File: src/rtl/xs3_pkg.sv
package xs3_pkg;
  localparam int ST_W = 3;
  localparam logic [ST_W-1:0] S0 = 3'b000;
  localparam logic [ST_W-1:0] S1 = 3'b100;
  localparam logic [ST_W-1:0] S2 = 3'b101;
  localparam logic [ST_W-1:0] S3 = 3'b111;
  localparam logic [ST_W-1:0] S4 = 3'b110;
  localparam logic [ST_W-1:0] S5 = 3'b011;
  localparam logic [ST_W-1:0] S6 = 3'b010;
  localparam logic [ST_W-1:0] S_HOLE = 3'b001;

  // successor state: carry and bit position folded together
  function automatic logic [ST_W-1:0] step_next(input logic [ST_W-1:0] s, input logic x);
    case (s)
      S0:      return x ? S2 : S1;
      S1:      return x ? S4 : S3;
      S2:      return S4;
      S3:      return S5;
      S4:      return x ? S6 : S5;
      S5:      return S0;
      S6:      return S0;
      default: return S0;
    endcase
  endfunction

  // sum bit of input bit, constant bit and held carry
  function automatic logic step_out(input logic [ST_W-1:0] s, input logic x);
    case (s)
      S0, S1, S4, S6: return ~x;
      S2, S3, S5:     return x;
      default:        return 1'b0;
    endcase
  endfunction

  function automatic logic step_bad(input logic [ST_W-1:0] s, input logic x);
    return (s == S6 && x) || (s == S_HOLE);
  endfunction
endpackage

File: src/rtl/xs3_step.sv
module xs3_step
  import xs3_pkg::*;
(
  input  logic [ST_W-1:0] st,
  input  logic            vld,
  input  logic            x,
  output logic [ST_W-1:0] nxt,
  output logic            z,
  output logic            bad
);
  always_comb begin
    bad = vld & step_bad(st, x);
    nxt = step_bad(st, x) ? S0 : step_next(st, x);
    z   = vld & ~step_bad(st, x) & step_out(st, x);
  end
endmodule

File: src/rtl/xs3_state_reg.sv
module xs3_state_reg
  import xs3_pkg::*;
(
  input  logic            clk,
  input  logic            rst,
  input  logic            vld,
  input  logic [ST_W-1:0] nxt,
  input  logic            bad,
  output logic [ST_W-1:0] st,
  output logic            err
);
  always_ff @(posedge clk) begin
    if (rst) begin
      st  <= S0;
      err <= 1'b0;
    end else begin
      err <= bad;
      if (vld) st <= nxt;
    end
  end

  a_r4_hold_state: assert property (@(posedge clk) disable iff (rst)
    !vld |=> $stable(st));
  a_r3_wrap_start: assert property (@(posedge clk) disable iff (rst)
    (vld && (st == S5 || st == S6)) |=> (st == S0));
  a_r5_err_start: assert property (@(posedge clk) disable iff (rst)
    err |-> (st == S0));
  a_r3_no_hole: assert property (@(posedge clk) disable iff (rst)
    st != S_HOLE);
endmodule

File: src/rtl/xs3_serial_conv.sv
module xs3_serial_conv
  import xs3_pkg::*;
(
  input  logic clk,
  input  logic rst,
  input  logic bit_vld,
  input  logic bit_in,
  output logic bit_out,
  output logic code_err
);
  logic [ST_W-1:0] cur_st;
  logic [ST_W-1:0] nxt_st;
  logic            bad_evt;

  xs3_step u_step (
    .st  (cur_st),
    .vld (bit_vld),
    .x   (bit_in),
    .nxt (nxt_st),
    .z   (bit_out),
    .bad (bad_evt)
  );

  xs3_state_reg u_reg (
    .clk (clk),
    .rst (rst),
    .vld (bit_vld),
    .nxt (nxt_st),
    .bad (bad_evt),
    .st  (cur_st),
    .err (code_err)
  );

  a_r4_quiet_out: assert property (@(posedge clk) disable iff (rst)
    !bit_vld |-> !bit_out);
  a_r5_one_shot: assert property (@(posedge clk) disable iff (rst)
    code_err |=> !code_err);
  a_r6_err_cause: assert property (@(posedge clk) disable iff (rst)
    code_err |-> $past(bad_evt));
  a_r5_err_follows: assert property (@(posedge clk) disable iff (rst)
    bad_evt |=> code_err);
endmodule

File: config.mk
export PLATFORM = sky130hd
export DESIGN_NAME = xs3_serial_conv
export DESIGN_NICKNAME = d
export VERILOG_FILES = /design/src/rtl/xs3_pkg.sv /design/src/rtl/xs3_step.sv /design/src/rtl/xs3_state_reg.sv /design/src/rtl/xs3_serial_conv.sv
export SDC_FILE = /design/constraint.sdc
export NUM_CORES = 1
export LEC_CHECK = 0
export ABC_AREA = 1
export ABC_CLOCK_PERIOD_IN_PS = 1400
export CAP_MARGIN = 15
export CORE_AREA = 3 3 40 42
export CTS_CLUSTER_DIAMETER = 50
export DETAILED_ROUTE_END_ITERATION = 10
export DIE_AREA = 0 0 43 45
export DONT_BUFFER_PORTS = 1
export PLACE_DENSITY_LB_ADDON = 0.15
export SKIP_LAST_GASP = 1
export SLEW_MARGIN = 10
export SYNTH_ARGS = -nofsm -noshare
export SYNTH_HDL_FRONTEND = slang
export SYNTH_SLANG_ARGS = --single-unit
File: constraint.sdc
create_clock -name clk -period 1.4 [get_ports clk]
set_input_delay 0.42 -clock clk [delete_from_list [all_inputs] [get_ports clk]]
set_output_delay 0.42 -clock clk [all_outputs]
set_load 0.02 [all_outputs]
* Word-level counts from Yosys, hierarchy flattened
Cells that the tools add are included.
** Storage, ports and cells
- Input bits :: 4
- Bits in registers :: 4
** Cells by class
- Mux-type cells :: 6
- Bitwise operators :: 5
- Reduce and logical (&&, ||, !) cells :: 5
- Equal/unequal tests :: 7
** Operators by type and width (count)
- $pmux W3 S5 :: 1
- $eq A3 B3 Y1 const B :: 4
- $eq A3 B2 Y1 const B :: 2
- $reduce_or A4 Y1 :: 1
- $and A1 B1 Y1 :: 3
- $eq A3 B1 Y1 const B :: 1
- $logic_not A3 Y1 :: 1
- $mux W1 :: 3
- $mux W3 :: 1
- $reduce_or A3 Y1 :: 1
- $not A1 Y1 :: 2
- $pmux W1 S2 :: 1
- $logic_and A1 B1 Y1 :: 1
- $logic_or A1 B1 Y1 :: 1

* Depth between registers and ports, before layout
Gate-level depths: netlist (run 1).
- Word-level depth :: 6
- Mapped depth :: 5
- Mapped depth without buffers :: 5

* Modules after synthesis
Synthesis (run 1) repeated with hierarchy kept, for this count alone.
** Second synthesis, totals
- Cell total of the unflattened synthesis :: 40
- Area, all modules :: 231.5 µm²
** By module, submodules not included
- xs3_state_reg :: cells each 22, area an instance 147.6 µm², times used 1, seq. area each 80.1 µm²
- xs3_step :: cells each 18, area an instance 83.8 µm², times used 1, seq. area each 0.0 µm²

* Worst setup path before layout (run 1)
OpenSTA, ideal clock, no wires.
- Kind :: input to output
- Start :: input port bit_in
- End :: output port bit_out
- Path buffers :: 0
- Slack :: -0.027 ns
- Data required time :: 0.980 ns
- Cell stages on the path :: 5
- Arrival :: 1.007 ns
- Cell sequence :: inv_1 nand2_1 nand3_2 nand2_1 a21oi_1
** On the way
- Cells in the longest elaborated chain, start to end :: 5
** RTL lines
- start: declaration :: RTL line xs3_serial_conv.sv:7 : input logic bit_in,
- $logic_and A1 B1 Y1 :: RTL line xs3_pkg.sv:36 : return (s == S6 && x) || (s == S_HOLE);
- $logic_or A1 B1 Y1 :: RTL line xs3_pkg.sv:36
- $not A1 Y1 :: RTL line xs3_step.sv:14 : z = vld & ~step_bad(st, x) & step_out(st, x);
- $and A1 B1 Y1 :: RTL line xs3_step.sv:14
- $and A1 B1 Y1 (*) :: RTL line xs3_step.sv:14
- end: declaration :: RTL line xs3_serial_conv.sv:8 : output logic bit_out,
Every way passes the cells marked *; elsewhere a longest branch is shown, timed or not.

* Final worst setup path (run 1)
- Start :: register u_reg.st[0]
- End :: output port bit_out
** On the way
- Cells in the longest elaborated chain, start to end :: 6
** RTL lines
- start: declaration :: RTL line xs3_state_reg.sv:9 : output logic [ST_W-1:0] st,
- start signal: assignment :: RTL line xs3_state_reg.sv:18 : if (vld) st <= nxt;
- branches (longest 5 deep; another with $reduce_or A4 Y1)
- $and A1 B1 Y1 (*) :: RTL line xs3_step.sv:14
Mark *: on every way between the ends.

==> impl_metrics.ini, run 1 <==
[logic_synthesis]
synth_cells = 27
yosys_warnings = 0
synth_top_cell_area_share_pct = 41.6
ys_seq_area_share_pct = 41.6
synth_area_sq_um = 193
yosysTopAreaCell = dfxtp_1
ys_types = 9
ys_ff_latch = 4
synth_area_leaders = dfxtp_1 (42%), nand2_1 (14%), a21oi_1 (7.8%)
synthesis.nets = 31
avgSynthCellArea_sq_um = 7.14

[sta]
worst_slew_pin_slew_ns = 0.199
fin_crit_ns = 1.54
fin_ws_ns = -0.140
fmax_mhz = 649
slew_headroom_pct = 86.7
clock_skew_ns = 0.000642
slew_violations = 0
finalSetupViolations = 1
rsz0062_at_grt = true
hold_viol = 0
final.setup.tns_ns = -0.140
period_share_pct = 110

[power_and_ir_drop]
power_density_mw_per_mm2 = 1160
max-vdd-ir-drop_uv = 156
p_leak_nw = 0.115
power_mw = 0.328

[run]
cap_violations = 0

[cells_and_area]
syn_to_final_growth_pct = 46.8
design_area_sq_um = 283
drive_gt1_share_pct = 48.5
n_antenna_cell = 0
final_nets = 39
post-route-util_pct = 22.0
nFillCells = 152

[worst_setup_path]
critical_path_class = register to primary output
crit_buf_inv = 1
crit_path_end_kind = primary output
r2r_slack_ns = 0.47
worstPathRequired_ns = 0.98
timing.rr.start = u_reg.st[0]$_SDFFE_PP0P_
cp-start-kind = register
cp_cell_sequence = nor2_4 -> nor2_2 -> nand3_2 -> nand2_2 -> a21oi_2 -> buf_4
r2r_cells = 6
critPathArrivalTime_ns = 1.12
crit_slowest_cell = dfxtp_4
worst_path_largest_cell_delay_ns = 0.36
r2r_end = u_reg.st[0]$_SDFFE_PP0P_
crit_path_max_fanout = 5
crit_family = flip-flops

[routing]
drc = 0
wire_per_inst_um = 9.60
dr.pass1.iters = 1
drtAntennaViolNets = 0
avgViaCountPerCell = 3.90
drt_wl_total_um = 461
drtIter0Drc = 0
vias = 187

[clock_network]
cts_tree = done
numCtsBuffers = 3
cts.sinks = 4
path_clk_slew_ns = 0.04
clk_latency_ns = 0.23
htreeDepth = 1
cts_max_path_buffers = 2
cts_root_buf = clkbuf_4

[die]
start_util_pct = 15.0
ios = 6
fp-row-count = 13
die_x_um = 43
core_area_sq_mm = 0.00128
fp.dieH_um = 45
die_area_sq_mm = 0.00194

[placement]
place_area_sq_um = 230
pre_cts_ws_ns = 0.0186
numPortBuffers = 0
dp_hpwl_um = 337
gp_congestion = 0.659

[hold_path]
min_to = u_reg.st[0]$_SDFFE_PP0P_
holdCritPathClass = primary input to register
hp-start = rst
holdPathStages = 1

[global_route]
grt_pass1_wl_um = 717
grt_max_degree = 8
grt_overflow = 0
grt_antenna_before_repair = 0
first_global_vias = 175
grt.total_usage_pct = 5.49

[outcome]
violations = negative setup slack
status = complete, but fails checks
## worst max-delay path by stage
stage	slack, ns	endpoint	startpoint	cells past startpoint
final	-0.14	bit_out	u_reg.st[0]$_SDFFE_PP0P_	6
after floorplan	0.07	bit_out	bit_in	5
after global placement	0.02	bit_out	bit_in	6
after CTS	-0.15	bit_out	u_reg.st[1]$_SDFFE_PP0P_	6
after global routing	-0.22	bit_out	u_reg.st[0]$_SDFFE_PP0P_	6
after detailed placement	0.02	bit_out	bit_in	6
## cells in the mapped netlist
master    instances
nand2_1           7
dfxtp_1           4
inv_1             4
a21oi_1           3
nor2_1            3
a211oi_1          2
nand3_1           2
nand3_2           1
nor3_2            1
## cell usage in the layout (no fill, tap or decap), drive strengths merged
master,count
dfxtp,4
a211oi,2
nand2,7
buf,3
nand3,3
nor2,3
clkbuf,3
inv,4
a21oi,3
nor3,1
## registers in the layout, indices dropped and copies added, names as in the netlist
| signal | cells |
|---|---|
| u_reg.st | 3 |
| u_reg.err | 1 |
## layout make-up
type	count	area [sq um]	share of cell area, %
sequential	4	87.6	31.0
timing repair buffer	3	22.5	7.96
inverter	4	15.0	5.31
tap	15	18.8	6.64
clock buffer	3	22.5	7.96
multi-input combinational	19	116	41.2
## what timing repair did
action	4_1_cts	5_1_grt
setup buffers	0	1
cloned	0	0
hold endpoints to repair	0	0
resized for setup	5	5
hold buffers	0	0
endpoints found under the setup margin	1	1
pin swaps	0	1
## stage by stage
stage | hold slack (ns) | std cells
detailed placement | 0.491 | 44
CTS | 0.238 | 47
finish | 0.249 | 48
global placement | 0.491 | 44
global route | 0.244 | 48
floorplan | 0.457 | 27
## cells by family after synthesis
kind of cell,after synthesis,share of synthesized area [%]
flops,4,41.6
buf+inv,4,7.79
compound gates,5,15.6
simple gates,14,35.1
## where the power goes
part           switching (mW)  total (mW)  internal [mW]
logic                  0.0276      0.0548         0.0272
clock network          0.0432       0.139         0.0956
registers              0.0126       0.135          0.122
## metal layers
metal / track usage [%] / up-vias / routed length [um]
li1: - / 100 / -
met5: 0 / - / 0
met2: 6.29 / 5 / 221
met3: 2.79 / 0 / 22
met1: 6.24 / 82 / 216
met4: 7.23 / 0 / 0
No activity file was read; power rests on OpenSTA's default activity.
==> inputs of run 2 (changes only) <==
CTS_BUF_LIST = sky130_fd_sc_hd__clkbuf_8   (was unset)
PLACE_DENSITY_LB_ADDON = unset   (was 0.15)
==> impl_metrics.ini, run 2 (synthesized netlist as in run 1, its figures left out) <==
[outcome]
violations = negative setup slack
status = complete, but fails checks

[die]
core_area_sq_mm = 0.00128
fp-row-count = 13
die_x_um = 43
die_area_sq_mm = 0.00194
start_util_pct = 15.0
ios = 6
fp.dieH_um = 45

[run]
cap_violations = 0

[power_and_ir_drop]
power_density_mw_per_mm2 = 1370
power_mw = 0.446
p_leak_nw = 0.134
max-vdd-ir-drop_uv = 332

[cells_and_area]
final_cell_mix = nand2_1 (5), buf_4 (5), inv_1 (3), clkbuf_8 (3)
design_area_sq_um = 327
largest_register_ffs = 3
n_antenna_cell = 0
post_layout_nonfiller_instances = 50
reg.largest.list = u_reg.st (3), u_reg.err (1)
final_nets = 41
syn_to_final_growth_pct = 69.5
nFillCells = 152
post-route-util_pct = 25.4
drive_gt1_share_pct = 51.4
top_register = u_reg.st

[clock_network]
numCtsBuffers = 3
cts_root_buf = clkbuf_8
cts.sinks = 4
htreeDepth = 1
path_clk_slew_ns = 0.03
cts_hold_buf = 0
cts_max_path_buffers = 2
cts_tree = done
clk_latency_ns = 0.22

[global_route]
grt_antenna_before_repair = 0
grt.total_usage_pct = 6.33
first_global_vias = 205
grt_max_degree = 8
grt_pass1_wl_um = 821
grt_overflow = 0

[worst_setup_path]
r2r_cells = 8
critical_path_class = register to primary output
worstPathRequired_ns = 0.98
critPathArrivalTime_ns = 1.04
crit_slowest_cell = dfxtp_4
worst_path_largest_cell_delay_ns = 0.35
crit_buf_inv = 1
cp_cell_sequence = inv_2 -> nand2_4 -> nand3_2 -> nand2_2 -> a21oi_4
crit_path_max_fanout = 5
r2r_slack_ns = 0.28
r2r_end = u_reg.st[0]$_SDFFE_PP0P_
crit_family = flip-flops
cp-start-kind = register
crit_path_end_kind = primary output
timing.rr.start = u_reg.st[1]$_SDFFE_PP0P_

[routing]
drt_wl_total_um = 514
drtIter0Drc = 5
drtAntennaViolNets = 0
avgViaCountPerCell = 4.04
drc = 0
wire_per_inst_um = 10.3
dr.pass1.iters = 3
vias = 202

[sta]
finalSetupViolations = 1
fin_ws_ns = -0.0642
period_share_pct = 105
worst_slew_pin_slew_ns = 0.192
rsz0062_at_grt = true
fmax_mhz = 683
slew_violations = 0
final.setup.tns_ns = -0.0642
fin_crit_ns = 1.46
slew_headroom_pct = 87.1
clock_skew_ns = 0.00485
hold_viol = 0

[hold_path]
holdCritPathClass = primary input to register
holdPathStages = 1
hp-start = rst
min_to = u_reg.st[0]$_SDFFE_PP0P_

[placement]
gp_congestion = 0.699
place_area_sq_um = 223
dp_hpwl_um = 306
numPortBuffers = 0
dp.cells = 43
-- run 2: final cells by class --
cell class | count | area (sq um) | share of cell area [%]
clock buffers | 3 | 41.3 | 12.6
inverters | 4 | 15.0 | 4.60
multi-input cells | 19 | 129 | 39.5
flip-flops and latches | 4 | 85.1 | 26.1
well taps | 15 | 18.8 | 5.75
repair buffers | 5 | 37.5 | 11.5
-- run 2: worst max path at each step --
stage,from,cells past startpoint,slack (ns),endpoint
final,u_reg.st[0]$_SDFFE_PP0P_,5,-0.06,bit_out
after global routing,u_reg.st[1]$_SDFFE_PP0P_,5,-0.13,bit_out
after CTS,u_reg.st[0]$_SDFFE_PP0P_,5,-0.07,bit_out
after detailed placement,bit_in,5,0.03,bit_out
after global placement,bit_in,5,0.03,bit_out
after floorplan,bit_in,5,0.07,bit_out
-- run 2: repair_timing --
| action | 4_1_cts | 5_1_grt |
|---|---|---|
| endpoints found under the setup margin | 1 | 1 |
| pin swaps | 1 | 2 |
| buffers inserted | 3 | 1 |
| gates resized for setup | 6 | 5 |
-- run 2: per-stage QoR --
| stage | setup WS, ns | hold WS [ns] |
|---|---|---|
| after floorplan | 0.0692 | 0.457 |
| after global placement | 0.0318 | 0.493 |
| after detailed placement | 0.0347 | 0.492 |
| after CTS | -0.0687 | 0.266 |
| after global routing | -0.135 | 0.264 |
| final | -0.0642 | 0.267 |
-- run 2: per-layer routing --
metal / vias up / track usage [%] / wire length, um
li1: 106 / - / -
met1: 90 / 5.06 / 202
met2: 6 / 10.8 / 280
met3: 0 / 5.18 / 31
met4: 0 / 3.61 / 0
met5: - / 0 / 0
-- run 2: power breakdown --
group	total [mW]	leakage [nW]	internal [mW]	switching, mW
clock network	0.238	0.0216	0.183	0.0548
logic	0.0725	0.0783	0.0374	0.0351
registers	0.136	0.0340	0.123	0.0127
total	0.446	0.134	0.343	0.103
==> inputs of run 3 (changes only) <==
CORE_AREA = 2 2 39 41   (was 3 3 40 42)
DIE_AREA = 0 0 41 43   (was 0 0 43 45)
==> impl_metrics.ini, run 3 (synthesized netlist as in run 1, its figures left out) <==
[clock_network]
htreeDepth = 1
path_clk_slew_ns = 0.03
cts_max_path_buffers = 2
numCtsBuffers = 3
cts_tree = done
cts.sinks = 4
cts_hold_buf = 0
clk_latency_ns = 0.21
cts_root_buf = clkbuf_8

[sta]
finalSetupViolations = 1
rsz0062_at_grt = true
worst_slew_pin_slew_ns = 0.195
slew_violations = 0
slew_headroom_pct = 87.0
period_share_pct = 104
fin_ws_ns = -0.0522
fmax_mhz = 689
clock_skew_ns = 0.00414
fin_crit_ns = 1.45
hold_viol = 0
hold_slack_ns = 0.261

[worst_setup_path]
crit_path_end_kind = primary output
critical_path_class = register to primary output
crit_path_max_fanout = 5
critPathArrivalTime_ns = 1.03
worstPathRequired_ns = 0.98
r2r_slack_ns = 0.20
cp-start-kind = register

[global_route]
first_global_vias = 171
grt_antenna_before_repair = 0
grt.total_usage_pct = 6.01
grt_overflow = 0
grt_pass1_wl_um = 669
grt_max_degree = 8

[routing]
avgViaCountPerCell = 3.92
drtIter0Drc = 2
dr.pass1.iters = 2
vias = 200
drtAntennaViolNets = 0
drt_wl_total_um = 480
drc = 0
wire_per_inst_um = 9.41

[power_and_ir_drop]
power_density_mw_per_mm2 = 1350
max-vdd-ir-drop_uv = 559
p_leak_nw = 0.135

[cells_and_area]
top_register = u_reg.st
reg.largest.list = u_reg.st (3), u_reg.err (1)
syn_to_final_growth_pct = 70.1
final_cell_mix = nand2_1 (5), buf_4 (5), inv_1 (3), clkbuf_8 (3)
final_nets = 41
nFillCells = 158
post-route-util_pct = 23.7
design_area_sq_um = 328
largest_register_ffs = 3
n_antenna_cell = 0
drive_gt1_share_pct = 48.6

[die]
core_area_sq_mm = 0.00138
start_util_pct = 13.9
ios = 6
die_area_sq_mm = 0.00176
fp-row-count = 14
fp.dieH_um = 43
die_x_um = 41

[placement]
numPortBuffers = 0
gp_congestion = 0.716
place_area_sq_um = 224
dp_hpwl_um = 309
pre_cts_ws_ns = 0.0342

[hold_path]
holdCritPathClass = primary input to register

[run]
cap_violations = 0

[outcome]
violations = negative setup slack
status = complete, but fails checks
run 3: changes by cell type in the layout (fill, tap and decap cells not counted):
cell,before,now
inv_2,1,0
nor2_2,1,0
nor2_1,1,2
inv_4,0,1
run 3: where the power goes:
part	switching [mW]	internal (mW)
Clock	0.0533	0.183
Combinational	0.0327	0.0382
Sequential	0.0126	0.123
run 3: worst paths after layout:
path,cells past startpoint,startpoint,to
max,5,u_reg.st[0]$_SDFFE_PP0P_,bit_out
min,1,rst,u_reg.st[0]$_SDFFE_PP0P_
max reg2reg,9,u_reg.st[0]$_SDFFE_PP0P_,u_reg.st[0]$_SDFFE_PP0P_
min reg2reg,1,u_reg.st[1]$_SDFFE_PP0P_,u_reg.st[2]$_SDFFE_PP0P_
run 3: area by class of cell:
| cell class | instances | area, sq um | share of cell area, % |
|---|---|---|---|
| well taps | 16 | 20.0 | 6.11 |
| flip-flops and latches | 4 | 85.1 | 26.0 |
| inverters | 4 | 17.5 | 5.34 |
| multi-input cells | 19 | 126 | 38.5 |
| clock buffers | 3 | 41.3 | 12.6 |
| repair buffers | 5 | 37.5 | 11.5 |
run 3: stage by stage:
step | setup TNS [ns] | power, mW | instances
after global placement | 0 | 0.173 | 44
after CTS | -0.0649 | 0.438 | 50
after detailed placement | 0 | 0.173 | 44
after global routing | -0.101 | 0.463 | 51
final | -0.0522 | 0.443 | 51
after floorplan | 0 | 0.164 | 27
run 3: worst max-delay path, cell delays in order, from the launching register on:
cell	delay, ns
dfxtp_4	0.36
inv_4	0.07
nand2_4	0.06
nand3_2	0.08
nand2_2	0.06
a21oi_4	0.18
run 3: timing repair:
item | in CTS | in global routing
pin swaps | 1 | 1
setup buffers | 3 | 1
endpoints found under the setup margin | 1 | 1
gates resized for setup | 7 | 4
run 3: routing by layer:
layer | GRT usage (%) | vias to the layer above | share of wire [%]
met4 | 2.00 | 0 | 0
met2 | 8.13 | 7 | 49
met5 | 0 | - | 0
li1 | - | 105 | -
met1 | 5.43 | 88 | 38
met3 | 7.33 | 0 | 14
